[config.mk]
export PLATFORM = sky130hd
export DESIGN_NAME = wordcrc_engine
export DESIGN_NICKNAME = d
export VERILOG_FILES = /design/src/rtl/wordcrc_pkg.sv /design/src/rtl/wordcrc_lead_count.sv /design/src/rtl/wordcrc_xor_net.sv /design/src/rtl/wordcrc_engine.sv
export SDC_FILE = /design/constraint.sdc
export NUM_CORES = 1
export LEC_CHECK = 0
export BUFFER_PORTS_ARGS = -buffer_cell sky130_fd_sc_hd__buf_4
export CORE_MARGIN = 10
export CORE_UTILIZATION = 60
export CTS_CLUSTER_SIZE = 30
export DETAILED_ROUTE_END_ITERATION = 8
export HOLD_SLACK_MARGIN = 0.03
export PLACE_DENSITY = 0.9
export SETUP_SLACK_MARGIN = 0.05
export SYNTH_ARGS = -nofsm -noshare
export SYNTH_HDL_FRONTEND = slang
export SYNTH_SLANG_ARGS = --single-unit
[constraint.sdc]
create_clock -name clk -period 7.15 [get_ports clk]
set_input_delay 0.3575 -clock clk [delete_from_list [all_inputs] [get_ports clk]]
set_output_delay 0.3575 -clock clk [all_outputs]
set_load 0.03 [all_outputs]
[src/rtl/wordcrc_pkg.sv]
package wordcrc_pkg;
  localparam int CRC_W = 32;
  typedef logic [CRC_W-1:0] crc_t;

  // One serial step: shift left, conditionally fold in the polynomial.
  function automatic crc_t crc_bit_step(input crc_t cur, input logic din, input crc_t poly);
    crc_t nxt;
    nxt = {cur[CRC_W-2:0], 1'b0};
    if (cur[CRC_W-1] ^ din) nxt = nxt ^ poly;
    return nxt;
  endfunction

  // Eight serial steps, bit 7 first.
  function automatic crc_t crc_byte_step(input crc_t cur, input logic [7:0] b, input crc_t poly);
    crc_t acc;
    acc = cur;
    for (int i = 7; i >= 0; i--) acc = crc_bit_step(acc, b[i], poly);
    return acc;
  endfunction
endpackage

[src/rtl/wordcrc_lead_count.sv]
module wordcrc_lead_count #(
  parameter int NB   = 4,
  parameter int CNTW = $clog2(NB + 1)
) (
  input  logic [NB-1:0]   be_i,
  output logic [CNTW-1:0] nbytes_o
);
  // run[k] is high when bytes 0..k (counted from the top) are all enabled
  logic [NB-1:0] run;

  genvar k;
  generate
    for (k = 0; k < NB; k++) begin : g_run
      if (k == 0) begin : g_first
        assign run[k] = be_i[NB-1];
      end else begin : g_rest
        assign run[k] = run[k-1] & be_i[NB-1-k];
      end
    end
  endgenerate

  always_comb begin
    nbytes_o = '0;
    for (int j = 0; j < NB; j++) nbytes_o = nbytes_o + CNTW'(run[j]);
  end
endmodule

[src/rtl/wordcrc_xor_net.sv]
module wordcrc_xor_net
  import wordcrc_pkg::*;
#(
  parameter crc_t POLY = 32'h04C11DB7,
  parameter int   NB   = 4,
  parameter int   CNTW = $clog2(NB + 1)
) (
  input  crc_t            crc_i,
  input  logic [NB*8-1:0] data_i,
  input  logic [CNTW-1:0] nbytes_i,
  output crc_t            crc_o
);
  // stage[k] is the register after the top k bytes have been consumed
  crc_t stage [NB+1];

  assign stage[0] = crc_i;

  genvar k;
  generate
    for (k = 0; k < NB; k++) begin : g_byte
      assign stage[k+1] = crc_byte_step(stage[k], data_i[(NB-k)*8-1 -: 8], POLY);
    end
  endgenerate

  assign crc_o = stage[nbytes_i];
endmodule

[src/rtl/wordcrc_engine.sv]
module wordcrc_engine
  import wordcrc_pkg::*;
#(
  parameter int   DATA_W  = 32,
  parameter crc_t POLY    = 32'h04C11DB7,
  parameter crc_t INIT    = 32'hFFFFFFFF,
  parameter crc_t RESIDUE = 32'hC704DD7B
) (
  input  logic              clk,
  input  logic              rst,
  input  logic              clr_i,
  input  logic              vld_i,
  input  logic [DATA_W-1:0] data_i,
  input  logic [DATA_W/8-1:0] be_i,
  output logic [CRC_W-1:0]  crc_o,
  output logic              residue_ok_o
);
  localparam int NB   = DATA_W / 8;
  localparam int CNTW = $clog2(NB + 1);

  crc_t            crc_q;
  logic            hit_q;
  logic [CNTW-1:0] nbytes;
  crc_t            crc_next;
  logic            upd_fire;
  logic            clr_fire;
  logic            next_hit;

  wordcrc_lead_count #(.NB(NB), .CNTW(CNTW)) u_count (
    .be_i     (be_i),
    .nbytes_o (nbytes)
  );

  wordcrc_xor_net #(.POLY(POLY), .NB(NB), .CNTW(CNTW)) u_net (
    .crc_i    (crc_q),
    .data_i   (data_i),
    .nbytes_i (nbytes),
    .crc_o    (crc_next)
  );

  assign upd_fire = vld_i;
  assign clr_fire = clr_i & ~vld_i;   // update wins over clear
  assign next_hit = (crc_next == RESIDUE);

  always_ff @(posedge clk) begin
    if (rst) begin
      crc_q <= INIT;
      hit_q <= 1'b0;
    end else if (upd_fire) begin
      crc_q <= crc_next;
      hit_q <= next_hit;
    end else if (clr_fire) begin
      crc_q <= INIT;
      hit_q <= (INIT == RESIDUE);
    end
  end

  assign crc_o        = crc_q;
  assign residue_ok_o = hit_q;

  a_r3_clear_presets: assert property (@(posedge clk) disable iff (rst)
    (clr_i && !vld_i) |=> (crc_o == INIT && !residue_ok_o));

  a_r6_empty_mask_holds: assert property (@(posedge clk) disable iff (rst)
    (vld_i && be_i == '0) |=> $stable(crc_o));

  a_r7_idle_holds: assert property (@(posedge clk) disable iff (rst)
    (!vld_i && !clr_i) |=> ($stable(crc_o) && $stable(residue_ok_o)));

  a_r8_flag_tracks_residue: assert property (@(posedge clk) disable iff (rst)
    residue_ok_o == (crc_o == RESIDUE));

  a_r10_no_lead_no_bytes: assert property (@(posedge clk) disable iff (rst)
    (vld_i && !be_i[NB-1]) |=> $stable(crc_o));
endmodule

==> results.sh <==
export IMPL_placed_cell_area_um2=7600
export IMPL_grt_use_total=0.325
export IMPL_period_share=0.842
export IMPL_clock_sinks=33
export IMPL_synth_top_area_share=0.252
export IMPL_die_w_um=127
export IMPL_status="complete, no violations"
export IMPL_area_growth_pct=11.8
export IMPL_rsz0062_at_grt="false"
export IMPL_netlist_cell_type_count=62
export IMPL_postCtsSetupBuffers=0
export IMPL_cp_required_ns=7.39
export IMPL_crit_type="reg2reg"
export IMPL_post_synth_top_count_cell="xnor2_1"
export IMPL_worstMarginPinSlew_ns=0.947
export IMPL_grt_pass1_vias=5924
export IMPL_fin_nets=811
export IMPL_final_max_slew_violation_count=0
export IMPL_coreArea_um2=11400
export IMPL_setup_viol_count_final=0
export IMPL_hold_viol=0
export IMPL_netlist_area_um2=6920
export IMPL_setup_slack_ns=1.13
export IMPL_wl_um=27300
export IMPL_yosys_warnings=0
export IMPL_ys_flop_type="dfxtp_1"
export IMPL_clock_skew_ns=0.0142
export IMPL_place_gp_congestion=1.04
export IMPL_antenna_found_initial=0
export IMPL_post_dp_hpwl_um=21300
export IMPL_syn_num_nets=758
export IMPL_synth_commonest_cells="199 x xnor2_1, 58 x xnor3_1, 56 x xor2_1, 44 x a21oi_1"
export IMPL_numCtsBuffers=5
export IMPL_cp_endpoint="residue_ok_o"
export IMPL_post_route_util=0.681
export IMPL_wl_per_cell_um=29.9
export IMPL_max_slew_margin=0.367
export IMPL_via_per_inst=6.75
export IMPL_synth_edf_count=0
export IMPL_syn_inst=716
export IMPL_drtIter0Drc=945
export IMPL_std_cell_rows=39
export IMPL_max_freq_ghz=0.166
export IMPL_initial_core_util=0.609
export IMPL_ios=73
export IMPL_syn_avg_cell_area_um2=9.67
export IMPL_first_pass_iters=6
export IMPL_drive_above_1_share=0.201
export IMPL_critPathLaunch="crc_o[16]"
export IMPL_htreeDepth=2
export IMPL_cts_tree="done"
export IMPL_startpoint_type="flop"
export IMPL_cts_root_buffer_cell="clkbuf_16"
export IMPL_critPathMaxFanout=6
export IMPL_multi_input_area_um2=6070
export IMPL_drc_errors=0
export IMPL_grt_pass1_wl_um=39500
export IMPL_r2r_end="residue_ok_o"
export IMPL_ys_ff_latch=33
export IMPL_r2r_start="crc_o[16]"
export IMPL_min_period_ns=6.02
export IMPL_cp_arrival_ns=6.26
export IMPL_n_fill_cell=933
export IMPL_ant_nets=0
export IMPL_cts_hold_fix_buffers=0
export IMPL_dieHeight_um=127
export IMPL_antenna_cells=0
export IMPL_overflow=0
export IMPL_clock_latency_ns=0.30
export IMPL_yosys_area_top_type="xnor2_1"
export IMPL_r2r_cells=12
export IMPL_seqCellArea_um2=661
export IMPL_die_area_um2=16200
export IMPL_ctsResizeCount=0
export IMPL_io_buffers=72
export IMPL_post_place_ws_ns=1.25
export IMPL_max_clock_path_buffers=2
export IMPL_hp_class="in2reg"
export IMPL_postLayoutCellArea_um2=7740
export IMPL_synth_seq_area_share=0.0954
export IMPL_async_flop_share=0
export IMPL_grt_max_degree=56
export IMPL_clk_pin_slew_ns=0.07
export IMPL_regToRegSetupSlack_ns=1.13
export IMPL_drv_cap=0
export IMPL_tns_ns=0
export IMPL_cp_end_kind="flop"
export IMPL_vias=6159
export IMPL_synth_area_leaders="xnor2_1 25%, xnor3_1 19%, dfxtp_1 9.5%, xor2_1 7.1%, xor3_1 4.5%"
[worst min path at each step]
stage	slack [ns]	cells after the start	from	to
after floorplan	0.46	1	rst	crc_o[26]
after global placement	0.62	2	residue_ok_o	residue_ok_o
after detailed placement	0.59	2	residue_ok_o	residue_ok_o
after CTS	0.52	2	rst	crc_o[20]
after global routing	0.53	2	rst	crc_o[20]
final	0.53	2	rst	crc_o[20]
[metrics by stage]
stage / instances / hold WS [ns]
global route: 913 / 0.535
floorplan: 716 / 0.464
finish: 913 / 0.529
CTS: 913 / 0.518
detailed placement: 905 / 0.589
global placement: 905 / 0.617
[cell families (layout without fill, tap and decap cells)]
family	after synthesis	count (layout)	synth area share
multiplexers	8	8	0.0210
flip-flops	33	33	0.0954
AND/OR/NAND/NOR	135	135	0.0998
AO/OA/AOI/OAI	141	141	0.133
buffers and inverters	49	103	0.0280
adder cells (fa/ha/maj)	2	2	0.00470
XOR/XNOR	348	348	0.618
[cells in the final DEF, fill, tap and decap left out, types with 6 or more instances in the layout]
cell type / Yosys / layout
xnor2_2: 11 / 11
o21ai_0: 19 / 19
xor3_1: 13 / 13
or3_1: 9 / 9
inv_1: 7 / 7
xnor3_1: 58 / 58
nand2_1: 35 / 35
or2_2: 27 / 27
buf_4: 1 / 88
nor3_1: 25 / 25
xor2_1: 56 / 56
a211oi_1: 8 / 8
xnor2_1: 199 / 199
o211ai_1: 12 / 12
nor2_1: 18 / 17
a31oi_1: 9 / 9
a22oi_1: 6 / 6
dfxtp_1: 33 / 33
a21o_1: 7 / 7
a21oi_1: 44 / 44
[registers in the layout, summed over array words and instances (netlist names)]
register	cells
crc_o	32
residue_ok_o	1
[metal layers]
metal	up-vias	wire [µm]	track usage
met2	518	11700	0.484
li1	2597	-	-
met4	0	1960	0.200
met5	-	0	0
met3	122	3470	0.0811
met1	2922	10200	0.414
[area by class of cell]
| class | count | share of cell area |
|---|---|---|
| Clock inverter | 2 | 0.00129 |
| Clock buffer | 6 | 0.0167 |
| Inverter | 7 | 0.00340 |
| Tap cell | 143 | 0.0231 |
| Timing Repair Buffer | 88 | 0.0854 |
| Multi-Input combinational cell | 634 | 0.785 |
| Sequential cell | 33 | 0.0854 |
[critical path: stages (launching register included)]
cell and delay, ns:
dfxtp_1 0.44, xnor2_1 0.55, xnor3_2 0.64, xnor2_2 0.49, xnor3_2 0.62, xnor3_2 0.53
xor3_2 0.57, xnor2_4 0.29, xor3_1 0.47, a2bb2oi_1 0.15, or4b_1 0.56, or4_1 0.54
o21ai_1 0.12
Power is left out: the tool's default activity adds up to more than one toggle a clock period on the data nets, which glitch-free logic cannot reach.
